File: src/rtl/ctr_bist_pkg.sv
// Shared types for the counter self-test sequencer.
// Assumes nothing beyond a single clock domain.
package ctr_bist_pkg;

    // Sequencer phases, in the order they are visited.
    typedef enum logic [3:0] {
        PH_IDLE,
        PH_CLOAD,   // load MSB=0, lower ones
        PH_CUP,     // step up across full carry chain
        PH_CCHK,    // compare carry result, step down across borrow chain
        PH_BLOAD,   // load single-bit pattern (slot 0 also checks borrow)
        PH_BSTEP,   // step down
        PH_BCHK,    // compare single-bit result
        PH_BSPARE,  // idle slot filler, advance bit index
        PH_DONE
    } phase_t;

endpackage

File: src/rtl/ctr_bist_seq.sv
// Phase sequencer: walks the fixed probe schedule once per accepted start.
// Assumes start is synchronous to clk; start outside idle/done is dropped.
module ctr_bist_seq
    import ctr_bist_pkg::*;
#(
    parameter int W = 8
) (
    input  logic                 clk,
    input  logic                 rst_n,
    input  logic                 start,
    output phase_t               phase,
    output logic [$clog2(W)-1:0] idx,
    output logic                 accept
);
    localparam int IW = $clog2(W);
    localparam logic [IW-1:0] LAST = IW'(W - 1);

    // Accept a start only when no series is in flight.
    always_comb accept = start && (phase == PH_IDLE || phase == PH_DONE);

    // Advance through the phases and the per-bit slots.
    always_ff @(posedge clk) begin
        if (!rst_n) begin
            phase <= PH_IDLE;
            idx   <= '0;
        end else begin
            case (phase)
                PH_IDLE, PH_DONE: begin
                    if (accept) begin
                        phase <= PH_CLOAD;
                        idx   <= '0;
                    end
                end
                PH_CLOAD:  phase <= PH_CUP;
                PH_CUP:    phase <= PH_CCHK;
                PH_CCHK:   phase <= PH_BLOAD;
                PH_BLOAD:  phase <= PH_BSTEP;
                PH_BSTEP:  phase <= PH_BCHK;
                PH_BCHK:   phase <= PH_BSPARE;
                PH_BSPARE: begin
                    if (idx == LAST) begin
                        phase <= PH_DONE;
                    end else begin
                        idx   <= idx + 1'b1;
                        phase <= PH_BLOAD;
                    end
                end
                default:   phase <= PH_IDLE;
            endcase
        end
    end

endmodule

File: src/rtl/ctr_bist_pat.sv
// Pattern decoder: maps phase and bit index to counter drive and expected value.
// Purely combinational; assumes the counter registers its result on the next edge.
module ctr_bist_pat
    import ctr_bist_pkg::*;
#(
    parameter int W = 8
) (
    input  phase_t               phase,
    input  logic [$clog2(W)-1:0] idx,
    output logic                 load,
    output logic [W-1:0]         data,
    output logic                 en,
    output logic                 up,
    output logic                 chk,
    output logic [W-1:0]         expect_val
);
    localparam logic [W-1:0] MSB_ONLY  = {1'b1, {(W-1){1'b0}}};
    localparam logic [W-1:0] LOW_ONES  = {1'b0, {(W-1){1'b1}}};
    localparam logic [W-1:0] ONE       = W'(1);

    logic [W-1:0] bit_pat;

    // One-hot pattern for the current bit slot.
    always_comb bit_pat = ONE << idx;

    // Decode drive, compare strobe and expected read-back per phase.
    always_comb begin
        load       = 1'b0;
        data       = '0;
        en         = 1'b0;
        up         = 1'b0;
        chk        = 1'b0;
        expect_val = '0;
        case (phase)
            PH_CLOAD: begin
                load = 1'b1;
                data = LOW_ONES;
            end
            PH_CUP: begin
                en = 1'b1;
                up = 1'b1;
            end
            PH_CCHK: begin
                en         = 1'b1;
                chk        = 1'b1;
                expect_val = MSB_ONLY;
            end
            PH_BLOAD: begin
                load       = 1'b1;
                data       = bit_pat;
                chk        = (idx == '0);
                expect_val = LOW_ONES;
            end
            PH_BSTEP: en = 1'b1;
            PH_BCHK: begin
                chk        = 1'b1;
                expect_val = bit_pat - ONE;
            end
            default: ;
        endcase
    end

endmodule

File: src/rtl/ctr_bist_verdict.sv
// Verdict tracker: latches any compare mismatch and forms done/pass/fail.
// Assumes accept and chk never refer to the same cycle's compare.
module ctr_bist_verdict #(
    parameter int W = 8
) (
    input  logic         clk,
    input  logic         rst_n,
    input  logic         accept,
    input  logic         chk,
    input  logic [W-1:0] expect_val,
    input  logic [W-1:0] cut_q,
    input  logic         at_end,
    output logic         done,
    output logic         pass,
    output logic         fail
);
    logic mism;

    // Sticky mismatch flag, cleared when a new series begins.
    always_ff @(posedge clk) begin
        if (!rst_n)              mism <= 1'b0;
        else if (accept)         mism <= 1'b0;
        else if (chk && (cut_q != expect_val)) mism <= 1'b1;
    end

    // Status outputs derived from the phase and the flag.
    always_comb begin
        done = at_end;
        pass = at_end && !mism;
        fail = mism;
    end

endmodule

File: src/rtl/ctr_bist.sv
// Counter self-test sequencer top: runs carry, borrow and per-bit probes
// against an external loadable up/down counter in 4W+3 cycles.
// Assumes the counter applies load/enable on the next rising edge and that
// load has priority; W is at least 2.
module ctr_bist
    import ctr_bist_pkg::*;
#(
    parameter int W = 8
) (
    input  logic         clk,
    input  logic         rst_n,
    input  logic         start,
    input  logic [W-1:0] cut_q,
    output logic         cut_load,
    output logic [W-1:0] cut_data,
    output logic         cut_en,
    output logic         cut_up,
    output logic         done,
    output logic         pass,
    output logic         fail
);
    localparam int IW = $clog2(W);

    phase_t          phase;
    logic [IW-1:0]   idx;
    logic            accept;
    logic            chk;
    logic [W-1:0]    expect_val;

    ctr_bist_seq #(.W(W)) u_seq (
        .clk    (clk),
        .rst_n  (rst_n),
        .start  (start),
        .phase  (phase),
        .idx    (idx),
        .accept (accept)
    );

    ctr_bist_pat #(.W(W)) u_pat (
        .phase      (phase),
        .idx        (idx),
        .load       (cut_load),
        .data       (cut_data),
        .en         (cut_en),
        .up         (cut_up),
        .chk        (chk),
        .expect_val (expect_val)
    );

    ctr_bist_verdict #(.W(W)) u_verdict (
        .clk        (clk),
        .rst_n      (rst_n),
        .accept     (accept),
        .chk        (chk),
        .expect_val (expect_val),
        .cut_q      (cut_q),
        .at_end     (phase == PH_DONE),
        .done       (done),
        .pass       (pass),
        .fail       (fail)
    );

endmodule

File: config.mk
export PLATFORM = sky130hd
export DESIGN_NAME = ctr_bist
export DESIGN_NICKNAME = d
export VERILOG_FILES = /design/src/rtl/ctr_bist_pkg.sv /design/src/rtl/ctr_bist_seq.sv /design/src/rtl/ctr_bist_pat.sv /design/src/rtl/ctr_bist_verdict.sv /design/src/rtl/ctr_bist.sv
export SDC_FILE = /design/constraint.sdc
export NUM_CORES = 1
export LEC_CHECK = 0
export ABC_CLOCK_PERIOD_IN_PS = 5300
export BUFFER_PORTS_ARGS = -buffer_cell sky130_fd_sc_hd__clkbuf_2
export CAP_MARGIN = 30
export CELL_PAD_IN_SITES_DETAIL_PLACEMENT = 0
export CELL_PAD_IN_SITES_GLOBAL_PLACEMENT = 1
export CORE_ASPECT_RATIO = 2
export CORE_UTILIZATION = 41
export CTS_CLUSTER_DIAMETER = 150
export DETAILED_ROUTE_END_ITERATION = 10
export GPL_ROUTABILITY_DRIVEN = 0
export HOLD_SLACK_MARGIN = 0.03
export PLACE_DENSITY_LB_ADDON = 0.15
export SLEW_MARGIN = 20
export SYNTH_ARGS = -nofsm -noshare
export SYNTH_HDL_FRONTEND = slang
export SYNTH_SLANG_ARGS = --single-unit
File: constraint.sdc
create_clock -name clk -period 5.3 [get_ports clk]
set_clock_uncertainty 0.05 [all_clocks]
set_input_delay 0.265 -clock clk [delete_from_list [all_inputs] [get_ports clk]]
set_output_delay 0.265 -clock clk [all_outputs]
set_load 0.1 [all_outputs]
# Word level (Yosys, flattened, before mapping)
# Cells that the tools add are included.
[op_classes]
n_mux = 12
div_mod_pow = 0
eq_ne = 12
n_bitwise = 1
add_sub_neg = 2
mul = 0
n_shift = 1
n_reduce_logical = 14
magnitude_cmp = 0
[ops]
columns = ["cell", "n"]
rows = [
  ["one-hot mux 4 bit (8 select lines)", 1],
  ["one-hot mux 8 bit (3 select lines)", 1],
  ["== test 4 x 3 -> 1 bit (second input constant)", 4],
  ["one-hot mux 8 bit (2 select lines)", 1],
  ["== test 4 x 2 -> 1 bit (second input constant)", 2],
  ["2-to-1 mux 4 bit", 2],
  ["!= test 8 bit", 1],
  ["OR reduction 2 bit", 4],
  ["left shift 1 x 3 -> 8 bit (first input constant)", 1],
  ["subtractor 8 x 1 -> 8 bit (second input constant)", 1],
  ["2-to-1 mux 3 bit", 2],
  ["one-hot mux 3 bit (2 select lines)", 1],
  ["== test 4 x 1 -> 1 bit (second input constant)", 1],
  ["== test 4 bit (second input constant)", 1],
  ["zero test 4 bit", 1],
  ["!= test 2 bit (second input constant)", 2],
  ["adder 3 x 1 -> 3 bit (second input constant)", 1],
  ["== test 3 bit (second input constant)", 1],
  ["logical AND 1 bit", 3],
  ["zero test 3 bit", 1],
  ["2-to-1 mux 1 bit", 3],
  ["AND reduction 3 bit", 1],
  ["OR reduction 3 bit", 1],
  ["one-hot mux 1 bit (2 select lines)", 1],
  ["other kinds (4)", 4],
]
[word_totals]
mem_bits_ro = 0
latchBits = 0
in_bits = 11
register_bits = 8
mem_count = 0
output_inout_bits = 14
elab_cells = 45
ramBits = 0

# Logic depth before layout (Yosys ltp)
[depth]
ltp_word = 5
mapped_depth = 12
depth_no_buf = 11

# By module
# Synthesis repeated with hierarchy kept, for this count alone.
[hier_totals]
cells_unflattened = 99
hier_area_um2 = 784.5
[by_module_without_submodules]
columns = ["module", "cells_each", "area_per_inst_um2", "seq_area_each_um2", "instances"]
rows = [
  ["ctr_bist_seq", 35, 357.8, 140.1, 1],
  ["ctr_bist_pat", 46, 274.0, 0.0, 1],
  ["ctr_bist_verdict", 17, 137.6, 20.0, 1],
  ["ctr_bist", 1, 15.0, 0.0, 1],
]

# Least setup slack after synthesis
# OpenSTA, ideal clock, no wires.
[synth_path]
path_type = "register -> output"
startpoint = "reg u_seq.phase[3]"
endpoint = "out cut_data[7]"
t_required_ps = 4985
t_arrival_ps = 3076
path_buffers = 2
slack_ps = 1909
stages_incl_launch_ff = 5
path_cell_list = "dfxtp_1 > buf_2 > or3b_2 > clkbuf_1 > nor3_1"
[synth_via]
elab_chain_cells = 2
word_cells_on_any_way = 3
cone_classes = "eq/ne: 2; mux: 1"
[synth_rtl]
columns = ["item", "line", "rtl"]
rows = [
  ["from (decl)", "ctr_bist_seq.sv:11", "output phase_t phase,"],
  ["from (signal assigned)", "ctr_bist_seq.sv:24", "phase <= PH_IDLE;"],
  ["from (signal assigned)", "ctr_bist_seq.sv:30", "phase <= PH_CLOAD;"],
  ["from (signal assigned)", "ctr_bist_seq.sv:34", "PH_CLOAD: phase <= PH_CUP;"],
  ["== test 4 x 3 -> 1 bit or == test 4 x 1 -> 1 bit (tied branches)", "ctr_bist_pat.sv:34", "case (phase)"],
  ["one-hot mux 8 bit (2 select lines) (*)", "ctr_bist_pat.sv:34", ""],
  ["to (decl)", "ctr_bist.sv:15", "output logic [W-1:0] cut_data,"],
]
# Every way passes the cells marked *; elsewhere a longest branch is shown, timed or not.

# Final worst setup path
[layout_path]
startpoint = "reg u_seq.idx[0]"
endpoint = "reg u_verdict.mism (netlist: u_verdict.fail)"
[layout_via]
elab_chain_cells = 5
word_cells_on_any_way = 7
cone_classes = "add/sub: 1; eq/ne: 1; shift: 1; mux: 2; reduce/logical: 2"
[layout_rtl]
columns = ["item", "line", "rtl"]
rows = [
  ["from (decl)", "ctr_bist_seq.sv:12", "output logic [$clog2(W)-1:0] idx,"],
  ["from (signal assigned)", "ctr_bist_seq.sv:44", "idx <= idx + 1'b1;"],
  ["left shift 1 x 3 -> 8 bit", "ctr_bist_pat.sv:24", "always_comb bit_pat = ONE << idx;"],
  ["subtractor 8 x 1 -> 8 bit", "ctr_bist_pat.sv:57", "expect_val = bit_pat - ONE;"],
  ["one-hot mux 8 bit (3 select lines)", "ctr_bist_pat.sv:34", ""],
  ["!= test 8 bit", "ctr_bist_verdict.sv:23", "else if (chk && (cut_q != expect_val)) mism <= 1'b1;"],
  ["logical AND 1 bit (*)", "ctr_bist_verdict.sv:23", ""],
  ["to (signal assigned)", "ctr_bist_verdict.sv:21", "if (!rst_n) mism <= 1'b0;"],
  ["to (signal assigned)", "ctr_bist_verdict.sv:22", "else if (accept) mism <= 1'b0;"],
  ["to (signal assigned)", "ctr_bist_verdict.sv:23", ""],
  ["to (decl)", "ctr_bist_verdict.sv:17", "logic mism;"],
]
# Marked as above.
# A chain may end at the register's enable or synchronous reset.

==> results summary <==
The flow ran to the end, and the final reports show no timing, DRC or antenna violations. The worst path arrival time is 3100 ps. The proportion of netlist area held by the largest area contributor came out at 0.146.

The area fraction in compound gates after synthesis came to 0.224. The clock latency on the worst-skew pair came out at 230 ps. The count of buffers added on input and output ports is 24. In this run the worst hold path is classified as primary input to flop.

The headroom to the max-slew limit is 0.484. The area occupied by multi-input gates is 842 sq um. The endpoint identified for the worst register-to-register timing path is u_verdict.fail$_SDFFE_PP0P_.

The starting density of the core came out at 0.431. The number of levels the H-tree was split into came out at 1. The HPWL after detailed placement came out at 2.27 mm. The site row count is 26. The vertical die dimension came out at 75.0 um. The cell accounting for the most synthesized area is sky130_fd_sc_hd__dfxtp_1. Of the total synthesized cell area, the portion taken by full adders, half adders and majority gates is 0.0801. For this run, asynchronously set or reset flops after synthesis account for 0. Relative to the synthesized area, the layout overhead comes to 12.0%. The residual antenna-violating net count after detailed routing is 0. The worst hold path begins at cut_q[7]. Of the total synthesized cell area, the portion taken by XOR and XNOR cells is 0.0400.

Summing all placed instances gives a cell area of 0.00118 sq mm. The fraction of layout cells with a size suffix above 1 is 0.204. Of the total power, the share spent switching nets is 0.500. Once layout is done, the placed cells without fillers occupy 0.00122 sq mm. The number of violations reported at the end of detailed-routing iteration 0 is 16. The max-capacitance violation count is 0. The total global routing track utilization came out at 0.215. The reported net switching power is 0.000140 W. At the pin with the least slew margin, the transition time is 773 ps. The filler cells instantiated in the layout total 284.

The number of nets handed over by synthesis was 172. After synthesis, the share of cell area in mux cells is 0.0297. The number of hold buffers added after CTS was 0. The cell-internal power came out at 0.000140 W. The most used flip-flop cell after synthesis is sky130_fd_sc_hd__dfxtp_1. The first-pass GRT wire length came out at 4.57 mm. The area of the die is 0.00289 sq mm.

The cell count after synthesis came out at 154. The worst setup path is of the flop to flop kind. The highest ir drop seen on vdd came out at 0.208 mV. The number of iterations in the first detailed-routing pass is 4. The critical path capture point type is a flop.

The global routing stage identified its most utilized layer as met2. After clock tree synthesis, the repair step resized 0 gates. The synthesized-area fraction occupied by and/or/nand/nor cells is 0.396. The cell area after synthesis came out at 0.00109 sq mm. The startpoint identified for the worst register-to-register timing path is u_seq.idx[0]$_SDFFE_PN0P_.

The max-slew violation count is 0. The met3 track demand over resource is 0.0265. The CTS tree is done.

The share of the cycle needed by the critical path after routing is 0.574. The number of vias after detailed routing is 1167. Setup repair after global routing left no endpoint under its margin.

Clock tree synthesis found a total of 8 sinks. The number of I/O pins came out at 25. The antenna diode count is 0. In the final routed layout, each cell accounts on average for 14.4 um. The number of cells traversed by the worst register-to-register path is 11.

The combinational cell fraction of total power is 0.471. The depth of the worst hold-timing path came out at 3. By area, the combinational part of the netlist is dominated by simple AND/OR/NAND/NOR gates. The register-to-register path setup slack is 2260 ps. The sequential-to-total area share from yosys stat came out at 0.146. The number of antenna violations at the first check in global routing is 0. The overall routed net length came out at 2.82 mm.

The number of design rule violations left after detail routing is 0. After synthesis the netlist holds a flip-flop and latch count of 8. The floorplan step defined a core boundary enclosing 0.00254 sq mm. The clock network fraction of total power came out at 0.269. The via density per instance came out at 5.98. The fmax came out at 0.329 GHz.

The number of buffers added for setup after CTS came out at 0. The met1 global-route usage is 0.222. Setup violations remaining at the end of the flow were counted as 0. Entering global routing, the biggest net connects 21 pins. Hold timing on the final database bottoms out at a slack of 303 ps. In this run the clock root is driven by a sky130_fd_sc_hd__clkbuf_8. By area the synthesized netlist is led by sky130_fd_sc_hd__dfxtp_1, sky130_fd_sc_hd__ha_1, sky130_fd_sc_hd__a21oi_1, sky130_fd_sc_hd__nand2_1, sky130_fd_sc_hd__nand2b_1. The clock period minus worst slack came out at 3040 ps. Global routing finished with a remaining overflow of 0. The count of final hold-check violations is 0. The clock transition at the register clock pins on the worst setup and hold paths after CTS is 50 ps. The worst path required time is 5360 ps.

The number of buffers created by CTS came out at 3. Counting flops with a built-in enable in the synthesized netlist gives 0. The largest fanout of any net on the critical path is 9. In this run the mean area of a mapped cell was 7.10 sq um. The power share of the sequential group came out at 0.260. The worst min-delay path endpoint is u_verdict.fail$_SDFFE_PP0P_. The worst setup path is launched from a flop. The count of warnings emitted by yosys came out at 0. In this run the deepest clock path goes through 2 buffers. The via count of the first global-routing pass came out at 1057.

The width of the die is 38.5 um. The register cell area after layout is 160 sq um. Summed over all cells, the static leakage comes to 0.474 nW. In this run the power density over the cells is 229 mW/mm^2. The aggregate negative setup slack is 0 ps. In the final design database the tool counted 187 nets.

For met2 alone, demand over resource in global routing was 0.422. In this run, distinct cell masters in the synthesized netlist total 45.
## cells in the final DEF, fill, tap and decap left out, drive strengths merged, types with 7 or more instances in the layout
cell type / count
nor2b: 7
inv: 7
nand2: 14
dfxtp: 8
clkbuf: 27
a21oi: 15
ha: 7
nor3: 7
nand2b: 7
## sequential cells by signal (all words and copies together), names as in the netlist
name / count
u_seq.phase: 4
u_seq.idx: 3
u_verdict.fail: 1
## layer usage
metal  vias up  share of wire
li1        591              -
met1       550           0.40
met2        22           0.56
met3         4          0.027
met4         0         0.0099
met5         -              0
## synthesized netlist by cell type, drive strengths merged, types with 2 or more instances
library cell  count
nor2              5
dfxtp             8
ha                7
a211oi            3
or2               2
o211ai            2
o21ai             5
nand3             4
o21a              3
mux2              2
nor3b             4
nor2b             7
nor4b             3
buf               3
nor4bb            3
xnor2             5
nand2b            7
and2              2
nor4              3
a21oi            15
or4               2
inv               7
clkbuf           11
nor3              7
nand2            14
o31ai             2
nand4             4
## area by class of cell
cell class | instances | share of cell area
clock buffers | 3 | 0.0337
repair buffers | 24 | 0.0981
well taps | 28 | 0.0286
multi-input cells | 125 | 0.687
inverters | 7 | 0.0215
flip-flops and latches | 8 | 0.131
## power groups by stage
stage / clock (W) / combinational [W] / sequential [W]
6_report: 0.0000754 / 0.000132 / 0.0000729
5_1_grt: 0.0000788 / 0.000140 / 0.0000739
4_1_cts: 0.0000771 / 0.000133 / 0.0000728
3_5_place_dp: 0 / 0.000132 / 0.0000739
3_3_place_gp: 0 / 0.000131 / 0.0000736
2_1_floorplan: 0 / 0.000116 / 0.0000688
## kinds of logic after synthesis
| kind of cell | Yosys count |
|---|---|
| AOI/OAI and AO/OA | 38 |
| xor gates and xnor gates | 5 |
| adders and majority gates | 7 |
| buffers and inverters | 21 |
| DFF | 8 |
| muxes | 3 |
| and+or+nand+nor | 72 |
## worst max-delay path, cell delays in order, from the launching register on
cell and delay [ps]:
sky130_fd_sc_hd__dfxtp_1 390, sky130_fd_sc_hd__inv_1 80, sky130_fd_sc_hd__ha_1 330, sky130_fd_sc_hd__nor2b_1 220, sky130_fd_sc_hd__inv_1 120, sky130_fd_sc_hd__ha_1 200
sky130_fd_sc_hd__nor4b_1 360, sky130_fd_sc_hd__nor4_1 100, sky130_fd_sc_hd__a311o_1 320, sky130_fd_sc_hd__or4_1 500, sky130_fd_sc_hd__a211oi_2 160, sky130_fd_sc_hd__a31oi_1 100
## per-stage QoR
step	total power, W	utilization	worst slack [ps]	std cells
6_report	0.000280	0.483	2260	195
5_1_grt	0.000292	0.483	2000	195
4_1_cts	0.000282	0.483	2320	195
3_5_place_dp	0.000206	0.466	2320	192
3_3_place_gp	0.000205	0.466	2400	192
2_1_floorplan	0.000185	-	1910	154
## how the worst max path moves through the flow
stage | end | depth (start not counted) | slack (ps) | startpoint
finish | u_verdict.fail$_SDFFE_PP0P_ | 11 | 2260 | u_seq.idx[0]$_SDFFE_PN0P_
global route | u_verdict.fail$_SDFFE_PP0P_ | 11 | 2000 | u_seq.idx[0]$_SDFFE_PN0P_
CTS | u_verdict.fail$_SDFFE_PP0P_ | 11 | 2320 | u_seq.idx[0]$_SDFFE_PN0P_
detailed placement | u_verdict.fail$_SDFFE_PP0P_ | 11 | 2320 | u_seq.idx[0]$_SDFFE_PN0P_
global placement | u_verdict.fail$_SDFFE_PP0P_ | 11 | 2400 | u_seq.idx[0]$_SDFFE_PN0P_
floorplan | cut_data[7] | 4 | 1910 | u_seq.phase[3]$_SDFFE_PN0P_
Note: power is estimated with default switching activity, not from simulation.
